--- config.mk ---
export PLATFORM = sky130hd
export DESIGN_NAME = ce_status_logger
export DESIGN_NICKNAME = d
export VERILOG_FILES = /design/src/rtl/ce_pkg.sv /design/src/rtl/ce_err_counter.sv /design/src/rtl/ce_err_capture.sv /design/src/rtl/ce_reg_port.sv /design/src/rtl/ce_status_logger.sv
export SDC_FILE = /design/constraint.sdc
export NUM_CORES = 1
export LEC_CHECK = 0
export BUFFER_PORTS_ARGS = -buffer_cell sky130_fd_sc_hd__buf_4
export CAP_MARGIN = 40
export CORE_MARGIN = 2
export CORE_UTILIZATION = 42
export DETAILED_ROUTE_END_ITERATION = 6
export PLACE_DENSITY_LB_ADDON = 0.12
export SLEW_MARGIN = 15
export SYNTH_ARGS = -nofsm -noshare
export SYNTH_HDL_FRONTEND = slang
export SYNTH_SLANG_ARGS = --single-unit
--- constraint.sdc ---
create_clock -name clk -period 4.2 [get_ports clk]
set_input_delay 0.63 -clock clk [delete_from_list [all_inputs] [get_ports clk]]
set_output_delay 0.63 -clock clk [all_outputs]
set_load 0.02 [all_outputs]
--- src/rtl/ce_pkg.sv ---
package ce_pkg;
  localparam int unsigned WORD_W = 32;
  localparam int unsigned CNT_W  = 8;
  localparam int unsigned TYPE_W = 4;
  localparam int unsigned INFO_W = 16;
  localparam int unsigned RSV_W  = WORD_W - INFO_W - TYPE_W - CNT_W - 2;

  typedef enum logic [TYPE_W-1:0] {
    SRC_DSRAM = 4'd0,
    SRC_CSRAM = 4'd1
  } err_src_e;

  localparam logic [INFO_W-1:0] DSRAM_WBUF_INFO = 16'h0002;

  typedef struct packed {
    logic [INFO_W-1:0] info;
    err_src_e          src;
    logic [RSV_W-1:0]  rsv;
    logic [CNT_W-1:0]  cnt;
    logic              ovf;
    logic              vld;
  } status_word_t;
endpackage

--- src/rtl/ce_err_counter.sv ---
module ce_err_counter #(
  parameter int unsigned CNT_W = 8,
  parameter int unsigned INC_W = 2
) (
  input  logic             clk,
  input  logic             rst_n,
  input  logic [INC_W-1:0] inc_i,
  output logic [CNT_W-1:0] cnt_o,
  output logic             ovf_o
);
  localparam logic [CNT_W-1:0] CNT_MAX = {CNT_W{1'b1}};

  logic [CNT_W-1:0] cnt_q, cnt_d;
  logic             ovf_q, ovf_d;
  logic [CNT_W:0]   sum;
  logic             cnt_en;

  always_comb begin
    sum    = {1'b0, cnt_q} + {{(CNT_W + 1 - INC_W){1'b0}}, inc_i};
    cnt_en = (inc_i != '0) && !ovf_q;
    cnt_d  = cnt_q;
    ovf_d  = ovf_q;
    if (cnt_en) begin
      if (sum[CNT_W]) begin
        cnt_d = CNT_MAX;
        ovf_d = 1'b1;
      end else begin
        cnt_d = sum[CNT_W-1:0];
      end
    end
  end

  always_ff @(posedge clk or negedge rst_n) begin
    if (!rst_n) begin
      cnt_q <= '0;
      ovf_q <= 1'b0;
    end else if (cnt_en) begin
      cnt_q <= cnt_d;
      ovf_q <= ovf_d;
    end
  end

  assign cnt_o = cnt_q;
  assign ovf_o = ovf_q;

  // overflow stays set
  a_r8_ovf_sticky: assert property (@(posedge clk) disable iff (!rst_n)
    ovf_q |=> ovf_q);
  // frozen count after overflow
  a_r8_cnt_frozen: assert property (@(posedge clk) disable iff (!rst_n)
    ovf_q |=> $stable(cnt_q));
  // count never decreases outside reset
  a_r4_cnt_monotonic: assert property (@(posedge clk) disable iff (!rst_n)
    1'b1 |=> (cnt_q >= $past(cnt_q)));
endmodule

--- src/rtl/ce_err_capture.sv ---
module ce_err_capture
  import ce_pkg::*;
(
  input  logic              clk,
  input  logic              rst_n,
  input  logic              dsram_err_i,
  input  logic              csram_err_i,
  input  logic              csram_arr_i,
  input  logic              clr_i,
  output logic              vld_o,
  output err_src_e          src_o,
  output logic [INFO_W-1:0] info_o
);
  logic              vld_q, vld_d;
  err_src_e          src_q, src_d;
  logic [INFO_W-1:0] info_q, info_d;
  logic              any_err, load;

  always_comb begin
    any_err = dsram_err_i | csram_err_i;
    load    = any_err && (!vld_q || clr_i);
    vld_d   = any_err | (vld_q & ~clr_i);
    src_d   = src_q;
    info_d  = info_q;
    if (load) begin
      if (dsram_err_i) begin
        src_d  = SRC_DSRAM;
        info_d = DSRAM_WBUF_INFO;
      end else begin
        src_d  = SRC_CSRAM;
        info_d = {{(INFO_W-1){1'b0}}, csram_arr_i};
      end
    end
  end

  always_ff @(posedge clk or negedge rst_n) begin
    if (!rst_n) begin
      vld_q <= 1'b0;
    end else begin
      vld_q <= vld_d;
    end
  end

  always_ff @(posedge clk or negedge rst_n) begin
    if (!rst_n) begin
      src_q  <= SRC_DSRAM;
      info_q <= '0;
    end else if (load) begin
      src_q  <= src_d;
      info_q <= info_d;
    end
  end

  assign vld_o  = vld_q;
  assign src_o  = src_q;
  assign info_o = info_q;

  // logged fields held while an event is pending
  a_r4_hold_fields: assert property (@(posedge clk) disable iff (!rst_n)
    (vld_q && !clr_i) |=> ($stable(src_q) && $stable(info_q)));
  // an error always leaves valid set
  a_r6_err_wins: assert property (@(posedge clk) disable iff (!rst_n)
    (dsram_err_i || csram_err_i) |=> vld_q);
  // clear without error drops valid
  a_r5_clear: assert property (@(posedge clk) disable iff (!rst_n)
    (clr_i && !dsram_err_i && !csram_err_i) |=> !vld_q);
  // data SRAM has priority when both report
  a_r7_priority: assert property (@(posedge clk) disable iff (!rst_n)
    (dsram_err_i && csram_err_i && (!vld_q || clr_i)) |=> (src_q == SRC_DSRAM));
endmodule

--- src/rtl/ce_reg_port.sv ---
module ce_reg_port
  import ce_pkg::*;
#(
  parameter int unsigned     ADDR_W     = 12,
  parameter logic [ADDR_W-1:0] REG_OFFSET = 12'h144
) (
  input  logic              clk,
  input  logic              rst_n,
  input  logic [ADDR_W-1:0] addr_i,
  input  logic              wr_i,
  input  logic [WORD_W-1:0] wdata_i,
  input  status_word_t      status_i,
  output logic [WORD_W-1:0] rdata_o,
  output logic              clr_o
);
  logic hit;

  always_comb begin
    hit     = (addr_i == REG_OFFSET);
    clr_o   = hit && wr_i && wdata_i[0];
    rdata_o = hit ? WORD_W'(status_i) : '0;
  end

  // off-offset reads return zero
  a_r9_miss_zero: assert property (@(posedge clk) disable iff (!rst_n)
    (addr_i != REG_OFFSET) |-> (rdata_o == '0));
  // no clear request from a write of zero
  a_r5_zero_write: assert property (@(posedge clk) disable iff (!rst_n)
    (wr_i && !wdata_i[0]) |-> !clr_o);
endmodule

--- src/rtl/ce_status_logger.sv ---
module ce_status_logger
  import ce_pkg::*;
#(
  parameter int unsigned       ADDR_W     = 12,
  parameter logic [ADDR_W-1:0] REG_OFFSET = 12'h144
) (
  input  logic              clk,
  input  logic              rst_n,
  input  logic              dsram_err_i,
  input  logic              csram_err_i,
  input  logic              csram_arr_i,
  input  logic [ADDR_W-1:0] reg_addr_i,
  input  logic              reg_wr_i,
  input  logic [WORD_W-1:0] reg_wdata_i,
  output logic [WORD_W-1:0] reg_rdata_o
);
  localparam int unsigned INC_W = 2;

  logic [INC_W-1:0]  inc;
  logic [CNT_W-1:0]  cnt;
  logic              ovf;
  logic              vld;
  logic              clr;
  err_src_e          src;
  logic [INFO_W-1:0] info;
  status_word_t      status;

  always_comb begin
    inc         = {1'b0, dsram_err_i} + {1'b0, csram_err_i};
    status.info = info;
    status.src  = src;
    status.rsv  = '0;
    status.cnt  = cnt;
    status.ovf  = ovf;
    status.vld  = vld;
  end

  ce_err_counter #(.CNT_W(CNT_W), .INC_W(INC_W)) u_cnt (
    .clk   (clk),
    .rst_n (rst_n),
    .inc_i (inc),
    .cnt_o (cnt),
    .ovf_o (ovf)
  );

  ce_err_capture u_cap (
    .clk         (clk),
    .rst_n       (rst_n),
    .dsram_err_i (dsram_err_i),
    .csram_err_i (csram_err_i),
    .csram_arr_i (csram_arr_i),
    .clr_i       (clr),
    .vld_o       (vld),
    .src_o       (src),
    .info_o      (info)
  );

  ce_reg_port #(.ADDR_W(ADDR_W), .REG_OFFSET(REG_OFFSET)) u_reg (
    .clk      (clk),
    .rst_n    (rst_n),
    .addr_i   (reg_addr_i),
    .wr_i     (reg_wr_i),
    .wdata_i  (reg_wdata_i),
    .status_i (status),
    .rdata_o  (reg_rdata_o),
    .clr_o    (clr)
  );

  // reserved bits stay zero on the read port
  a_r1_rsvd_zero: assert property (@(posedge clk) disable iff (!rst_n)
    reg_rdata_o[11:10] == 2'b00);
endmodule

Yosys cells after proc, flatten, opt, wreduce, memory -nomap -nowiden:

Index checks and enable logic that the tools add are counted.

* memories kept: 0
* bits in read-only memories: 0
* RAM bits: 0
* word-level logic and storage cells: 25
* register bits: 30
* output and inout port bits: 32
* bits in latches: 0

* magnitude comparators: 0
* multiply operators: 0
* bitwise logic cells: 4
* div/mod/pow operators: 0
* equal/unequal tests: 1
* $add $sub $neg: 2
* muxes and demuxes: 4
* reduce and logical (&&, ||, !) cells: 9
* shift operators: 0

Operator list (number)
* $mux 32: 1
* $eq 12x9->1 const B: 1
* $add 8x2->9: 1
* $mux 8: 1
* $logic_and 1x1->1: 4
* $add 1x1->2: 1
* $logic_not 1->1: 2
* $mux 2: 1
* $or 1x1->1: 2
* $reduce_and 2->1: 1
* $reduce_bool 2->1: 1
* $and 1x1->1: 1
* $logic_or 1x1->1: 1
* $mux 1: 1
* $not 1->1: 1

Logic depth before layout (Yosys ltp):

Gate-level depths: netlist of run 1.

* depth in word-level cells: 6
* mapped depth: 9

Hierarchy:

Synthesis of run 1 repeated with hierarchy kept, for this count alone.

* cells, all modules: 166
* area, all modules: 1501.4 um^2

Modules (own cells, without submodules)
* ce_reg_port: area an instance 656.9 um^2, times used 1, cells an instance 81
* ce_err_counter: area an instance 529.3 um^2, times used 1, cells an instance 50
* ce_err_capture: area an instance 299.0 um^2, times used 1, cells an instance 33
* ce_status_logger: area an instance 16.3 um^2, times used 1, cells an instance 2

Least setup slack after synthesis of run 1:

Ideal clock, no wire load.

* path kind: in2reg
* start: input dsram_err_i
* end: register u_cnt.cnt_q[6] (netlist: u_cnt.cnt_o[6])
* setup time: 0.125 ns
* path buffers: 0
* path slack: 1.856 ns
* arrival: 2.219 ns
* stages: 9
* path through: inv_1 ha_1 ha_1 inv_1 fa_1 nor2b_1 nand2_1 nor2_1 mux2_2

* word-level cells in the longest chain between the ends: 3

RTL lines
* from (decl): RTL line ce_status_logger.sv:9 `input logic dsram_err_i,`
* $add 1x1->2 *: RTL line ce_status_logger.sv:29 `inc = {1'b0, dsram_err_i} + {1'b0, csram_err_i};`
* $add 8x2->9 / $reduce_bool 2->1 (equally long branches): RTL line ce_err_counter.sv:19, ce_err_counter.sv:20
* $mux 8 / $logic_and 1x1->1 (equally long branches): RTL line ce_err_counter.sv:24, ce_err_counter.sv:20
* to (signal assigned): RTL line ce_err_counter.sv:38 `cnt_q <= cnt_d;`
* to (decl): RTL line ce_err_counter.sv:13 `logic [CNT_W-1:0] cnt_q, cnt_d;`

Every way passes the cells marked *; elsewhere a longest branch is shown, timed or not.
A chain may end at the register's enable or synchronous reset.

Final worst setup path of run 1:

* start: input reg_addr_i[11]
* end: output reg_rdata_o[1]

* word-level cells in the longest chain between the ends: 2

RTL lines
* from (decl): RTL line ce_status_logger.sv:12 `input logic [ADDR_W-1:0] reg_addr_i,`
* $eq 12x9->1: RTL line ce_reg_port.sv:19 `hit = (addr_i == REG_OFFSET);`
* $mux 32: RTL line ce_reg_port.sv:21 `rdata_o = hit ? WORD_W'(status_i) : '0;`
* to (decl): RTL line ce_status_logger.sv:15 `output logic [WORD_W-1:0] reg_rdata_o`

No other way between the ends.

==> results of run 1 <==
[worst max-delay path, cell delays in order]
cell and delay (ps):
buf_4 120, nor4b_4 290, and3_2 350, and2_1 180, buf_4 140
[logic make-up after synthesis]
family,synth area share (%)
buf+inv,16.1
flops,31.4
fa+ha+maj,7.97
compound gates,6.16
mux,6.88
other cells,0.362
xor+xnor,1.69
simple gates,29.5
[report_power, final]
| group | internal [mW] | switching [mW] | leakage (nW) |
|---|---|---|---|
| logic | 0.0800 | 0.0794 | 0.496 |
| registers | 0.166 | 0.0374 | 0.156 |
| clock network | 0.0368 | 0.0380 | 0.0150 |
[layout make-up]
type,count,area share (%)
clock buffer,4,2.10
tap,28,2.80
timing repair buffer,31,18.6
multi-input combinational,82,48.9
sequential,13,26.0
inverter,5,1.50
[Yosys cell counts, drive strengths merged]
cell type	number
a21bo	1
nor3b	1
inv	5
dfrtp	13
buf	19
clkbuf	1
o21ai	3
conb	1
fa	1
and3	4
mux2	5
and2	14
nand4	2
xnor2	1
ha	5
xor2	1
nand2b	2
a21o	1
nor2	3
a21oi	4
nor3	2
nor2b	2
nand2	8
nor4b	3
[layer usage]
metal  GRT usage, %  share of wire, %  wire, um  vias to the layer above
li1               -                 -         -                      366
met1           16.1                42       725                      346
met2           23.8                49       840                       30
met3           4.44               8.2       141                        2
met4           3.85              0.47         8                        0
met5              0                 0         0                        -
[sequential cells by signal, indices dropped and copies added, names as in the netlist]
name,flops
u_cnt.ovf_o,1
u_cap.vld_o,1
u_cap.src_o,1
u_cap.info_o,2
u_cnt.cnt_o,8
[how the worst min path moves through the flow]
| stage | slack (ps) | startpoint | endpoint |
|---|---|---|---|
| after floorplan | 330 | rst_n | u_cap.info_o[0] |
| after global placement | 490 | rst_n | u_cap.info_o[1] |
| after detailed placement | 480 | rst_n | u_cap.vld_o |
| after CTS | 190 | rst_n | u_cnt.cnt_o[0] |
| after global routing | 180 | rst_n | u_cnt.cnt_o[0] |
| final | 190 | rst_n | u_cnt.cnt_o[0] |
[through the flow]
stage                     total power, mW  cell area, sq um
after floorplan                     0.335              1100
after global placement              0.362              1220
after detailed placement            0.365              1220
after CTS                           0.443              1250
after global routing                0.481              1250
final                               0.438              1250
==> results.md, run 1 <==
- Worst setup path endpoint: reg_rdata_o[1]
- Reg2reg start: u_cnt.cnt_o[0]
- Row count: 17
- Top Ports: 82
- DP Cell Count: between 150 and 200
- Fillers: between 200 and 250
- Initial antenna violation count: 0
- R2r worst-path depth: 7
- Antenna diodes: 0
- Status: completed
- Count of clock tree sinks: 13
- Post-CTS Setup Bufs: 0
- Starting Density: between 40% and 50%
- Setup crit start kind: input port
- CP Class: input port to output port
- PwrDens: around 350 nW/um^2
- Nets@finish: roughly 190
- CP Max Fanout: 13
- DRC Markers: 0
- Area share of the largest cell type after synthesis: 31.4%
- HPWL Detailed: 1380 um
- Share of layout cells above drive strength 1: between 30% and 40%
- Final WS setup: between 1500 and 2000 ps
- Reg area: ~330 sq um
- Post-CTS sizing: 0
- First-pass GRT wire length: between 2000 and 3000 um
- Port bufs: 31
- Die Y: between 50 and 60 um
- Worst skew pair latency: approximately 270 ps
- Worst Setup End Kind: output port
- Core area: around 2300 sq um
- Origin of the worst setup path: reg_addr_i[11]
- Gate Count Post-Synth: 102
- Largest net degree at the start of global routing: 14
- Routability Congestion: ~0.79
- Post-Syn Area: 1040 sq um
- Multi-input gate area: approximately 610 sq um
- Synth warnings: 0
- CTS tree: done
- Final setup vio count: 0
- Final hold violations: 0
- CTS Hold Buffers Added: 0
- Worst clock skew: 4.03 ps
- Avg Synthesized Cell Area: 10.2 sq um
- Core Util, Final: 54.9%
- Vias in the first global route: around 700
- All-Layer GR Usage: a little over an eighth
- DR vias: approximately 740
- Final min period: ~2300 ps
- Register area share after synthesis: a little under a third
- Initial DRC count: 5
- CTS Buf Count: 3
- Deepest clock path buffer count: 2
- Hold/Removal Path Class: input port to async pin
- Area grow syn2layout: 20.7%
- Req. time, crit path: between 3000 and 4000 ps
- RSZ-0062 raised after global routing: false
- Die X: around 54 um
- R2r setup slk: 2290 ps
- Vias per cell: approximately 4.6
- GRT Residual Overflow: 0
- Hold_ws: around 190 ps
- Leakage: 0.667 nW
- Fmax achieved: 426 MHz
- Post-synth top area cell: dfrtp_1
- Synth Register Bits: 13
- Arrival time worst endpoint: around 1700 ps
- Largest cells by area after synthesis: dfrtp_1 31%, buf_4 14%, and2_1 8.5%
- H-tree levels: 1
- Post-DR wirelength/cell: between 10 and 15 um
- Non-Filler Instances: between 150 and 200
- Peak supply drop: 0.000321 V
- End of the worst register-to-register path: u_cnt.cnt_o[6]
- Yosys cell types: 27
- Die Area: around 2900 sq um
- Final period utilization: a little under three fifths
- Root Buffer: clkbuf_4
- Final ANT Viol Nets: 0
- CTS clk-pin slew, worst paths: 80 ps
- Setup TNS: 0 ps
- Setup WS pre-CTS: between 1500 and 2000 ps
- Max cap viols: 0
- Most frequent cells in the layout: 31 x buf_4, 19 x conb_1, 14 x and2_1, 13 x dfrtp_1, 8 x nand2_1
- Final wirelength: roughly 1700 um
- 1st-pass router iterations: 4
- Commonest non-fill, non-tap cell in the layout: buf_4
- Max Slew Vio Count: 0
Note: power is estimated with default switching activity, not from simulation.
==> inputs of run 2 (changes only) <==
--- a/config.mk
+++ b/config.mk
@@ -8,7 +8,7 @@
 export BUFFER_PORTS_ARGS = -buffer_cell sky130_fd_sc_hd__buf_4
 export CAP_MARGIN = 40
 export CORE_MARGIN = 2
-export CORE_UTILIZATION = 42
+export CORE_UTILIZATION = 35
 export DETAILED_ROUTE_END_ITERATION = 6
 export PLACE_DENSITY_LB_ADDON = 0.12
 export SLEW_MARGIN = 15
==> constraint.sdc (replaced) <==
create_clock -name clk -period 1.9 [get_ports clk]
set_input_delay 0.285 -clock clk [delete_from_list [all_inputs] [get_ports clk]]
set_output_delay 0.285 -clock clk [all_outputs]
set_load 0.02 [all_outputs]
==> results.md, run 2 (same netlist as run 1, synthesis figures left out) <==
- DRC Markers: 0 (unchanged)
- CTS clk-pin slew, worst paths: 80 ps (about the same)
- Setup crit start kind: flop (was input port)
- Final min period: 1730 ps
- Die X: 58.4 um (was 53.7 um)
- Count of clock tree sinks: 13 (unchanged)
- R2r setup slk: 170 ps (was 2290 ps)
- Starting Density: 37.2% (was 45.5%)
- RSZ-0062 raised after global routing: false (unchanged)
- Commonest non-fill, non-tap cell in the layout: buf_4 (unchanged)
- Die Y: 58.4 um (was 53.7 um)
- Most frequent cells in the layout: 37 x buf_4, 19 x conb_1, 14 x and2_1, 13 x dfrtp_1, 8 x nand2_1 (was 31 x buf_4, 19 x conb_1, 14 x and2_1, 13 x dfrtp_1, 8 x nand2_1)
- 1st-pass router iterations: 4 (unchanged)
- Nets@finish: 199 (was 192)
- Die Area: 3410 sq um (was 2880 sq um)
- Post-CTS Setup Bufs: 0 (unchanged)
- Setup WS pre-CTS: -106 ps (was 1590 ps)
- GRT Residual Overflow: 0 (unchanged)
- R2r worst-path depth: 7 (unchanged)
- Port bufs: 31 (unchanged)
- Leakage: 0.699 nW (was 0.667 nW)
- H-tree levels: 1 (unchanged)
- Crit path buf inv count: 1 (was 2)
- CTS Buf Count: 3 (unchanged)
- Top Ports: 82 (unchanged)
- All-Layer GR Usage: 12.8% (was 13.7%)
- Hold/Removal Path Class: input port to flop (was input port to async pin)
- Fillers: 277 (was 221)
- Worst Setup End Kind: flop (was output port)
- PwrDens: 769 nW/um^2 (was 350 nW/um^2)
- End of the worst register-to-register path: u_cnt.cnt_o[6] (unchanged)
- Req. time, crit path: 2070 ps (was 3570 ps)
- Crit-path cells: ha_4 -> inv_2 -> fa_2 -> nor2b_2 -> nand2_1 -> nor2_1 -> mux2_4 (was buf_4 -> nor4b_4 -> and3_2 -> and2_1 -> buf_4)
- Arrival time worst endpoint: 1890 ps (was 1720 ps)
- Final period utilization: 90.8%
- Root Buffer: clkbuf_4 (unchanged)
- Initial DRC count: 24 (was 5)
- HPWL Detailed: 1600 um (was 1380 um)
- Crit-path max cell delay: 410 ps (was 350 ps)
- Final wirelength: 1990 um (was 1720 um)
- First-pass GRT wire length: 3230 um (was 2820 um)
- Final ANT Viol Nets: 0 (unchanged)
- Peak supply drop: 0.000822 V (was 0.000321 V)
- DP Cell Count: 168 (was 159)
- Post-DR wirelength/cell: 11.5 um (was 10.5 um)
- Final WS setup: 174 ps (was 1850 ps)
- Non-Filler Instances: 173 (was 163)
- CP Max Fanout: 3 (was 13)
- Antenna diodes: 0 (unchanged)
- CP Class: flop to flop (was input port to output port)
- Hold worst-path end: u_cap.info_o[1]
- Row count: 19 (was 17)
- Status: completed (unchanged)
- Largest net degree at the start of global routing: 14 (unchanged)
- Fmax achieved: a little under 600 MHz
- Initial antenna violation count: 0 (unchanged)
- Max cap viols: 0 (unchanged)
- Vias per cell: 4.51 (was 4.56)
- Final Power: 1.03 mW (was 0.438 mW)
- Max Slew Vio Count: 0 (unchanged)
- Worst Hold Launch: dsram_err_i
- Vias in the first global route: 715 (was 685)
- Cells on Worst Hold Path: 3
- Worst clock skew: 3.70 ps (was 4.03 ps)
- Final setup vio count: 0 (unchanged)
- Worst skew pair latency: 270 ps (about the same)
- DR vias: 780 (was 744)
- Area grow syn2layout: 29.6% (was 20.7%)
- Largest register FFs: 8 (unchanged)
- Routability Congestion: 0.727 (was 0.795)
- Share of layout cells above drive strength 1: 43.0% (was 35.6%)
- Worst path slowest cell: dfrtp_1 (was and3_2)
- Core area: 2780 sq um (was 2280 sq um)
- Final hold violations: 0 (unchanged)
- Reg2reg start: u_cnt.cnt_o[0] (unchanged)
- CTS tree: done (unchanged)
- CP delay by family, top: adder cells (was simple AND/OR/NAND/NOR gates)
- Deepest clock path buffer count: 2 (unchanged)
run 2: cell types whose count changed in the layout (fill, tap and decap cells not counted):
cell	previous run	this run
buf_4	31	37
dlygate4sd3_1	0	1
fa_1	1	0
fa_2	0	1
ha_1	5	3
ha_4	0	2
inv_1	5	2
inv_2	0	3
mux2_2	1	0
mux2_4	4	5
nor2b_1	2	1
nor2b_2	0	1
run 2: worst max-delay path by stage:
stage / startpoint / end / slack [ps] / cells past startpoint
global route: u_cnt.cnt_o[0] / u_cnt.cnt_o[6] / 80 / 7
detailed placement: dsram_err_i / u_cnt.cnt_o[6] / -110 / 10
finish: u_cnt.cnt_o[0] / u_cnt.cnt_o[6] / 170 / 7
global placement: dsram_err_i / u_cnt.cnt_o[6] / -80 / 10
CTS: u_cnt.cnt_o[0] / u_cnt.cnt_o[6] / 150 / 7
floorplan: dsram_err_i / u_cnt.cnt_o[6] / 30 / 9
run 2: layout make-up:
type,instances,area (sq um),share of cell area [%]
Clock buffer,4,26.3,1.96
Inverter,5,18.8,1.40
Sequential cell,13,325,24.2
Multi-Input combinational cell,82,646,48.1
Tap cell,31,38.8,2.89
Timing Repair Buffer,38,288,21.4
run 2: tightest hold or removal path: cells and delay by family:
family	cells	cell delay (ps)
buffers and inverters	2	200
multiplexers	1	130
run 2: timing repair:
| action | in CTS | in global routing |
|---|---|---|
| hold buffers | 1 | 0 |
| resized for setup | 0 | 0 |
| hold endpoints to repair | 13 | 0 |
run 2: layer usage:
layer  track usage, %  wire length (um)  up-vias
met5                0                 0        -
li1                 -                 -      383
met1             16.1               835      362
met2             20.5               967       33
met4             2.99                12        0
met3             5.05               171        2
run 2: metrics by stage:
step | hold WS [ps] | setup TNS (ps) | util (%) | cell area, sq um
2_1_floorplan | -10.6 | 0 | - | 1140
3_3_place_gp | 142 | -147 | 47.0 | 1310
3_5_place_dp | 144 | -206 | 47.0 | 1310
4_1_cts | 368 | 0 | 48.3 | 1340
5_1_grt | 373 | 0 | 48.3 | 1340
6_report | 373 | 0 | 48.3 | 1340
run 2: power breakdown:
part / total, mW / internal (mW) / leakage, nW / switching (mW)
logic: 0.409 / 0.220 / 0.528 / 0.189
registers: 0.455 / 0.367 / 0.156 / 0.0886
clock network: 0.168 / 0.0814 / 0.0150 / 0.0871
total: 1.03 / 0.668 / 0.699 / 0.365
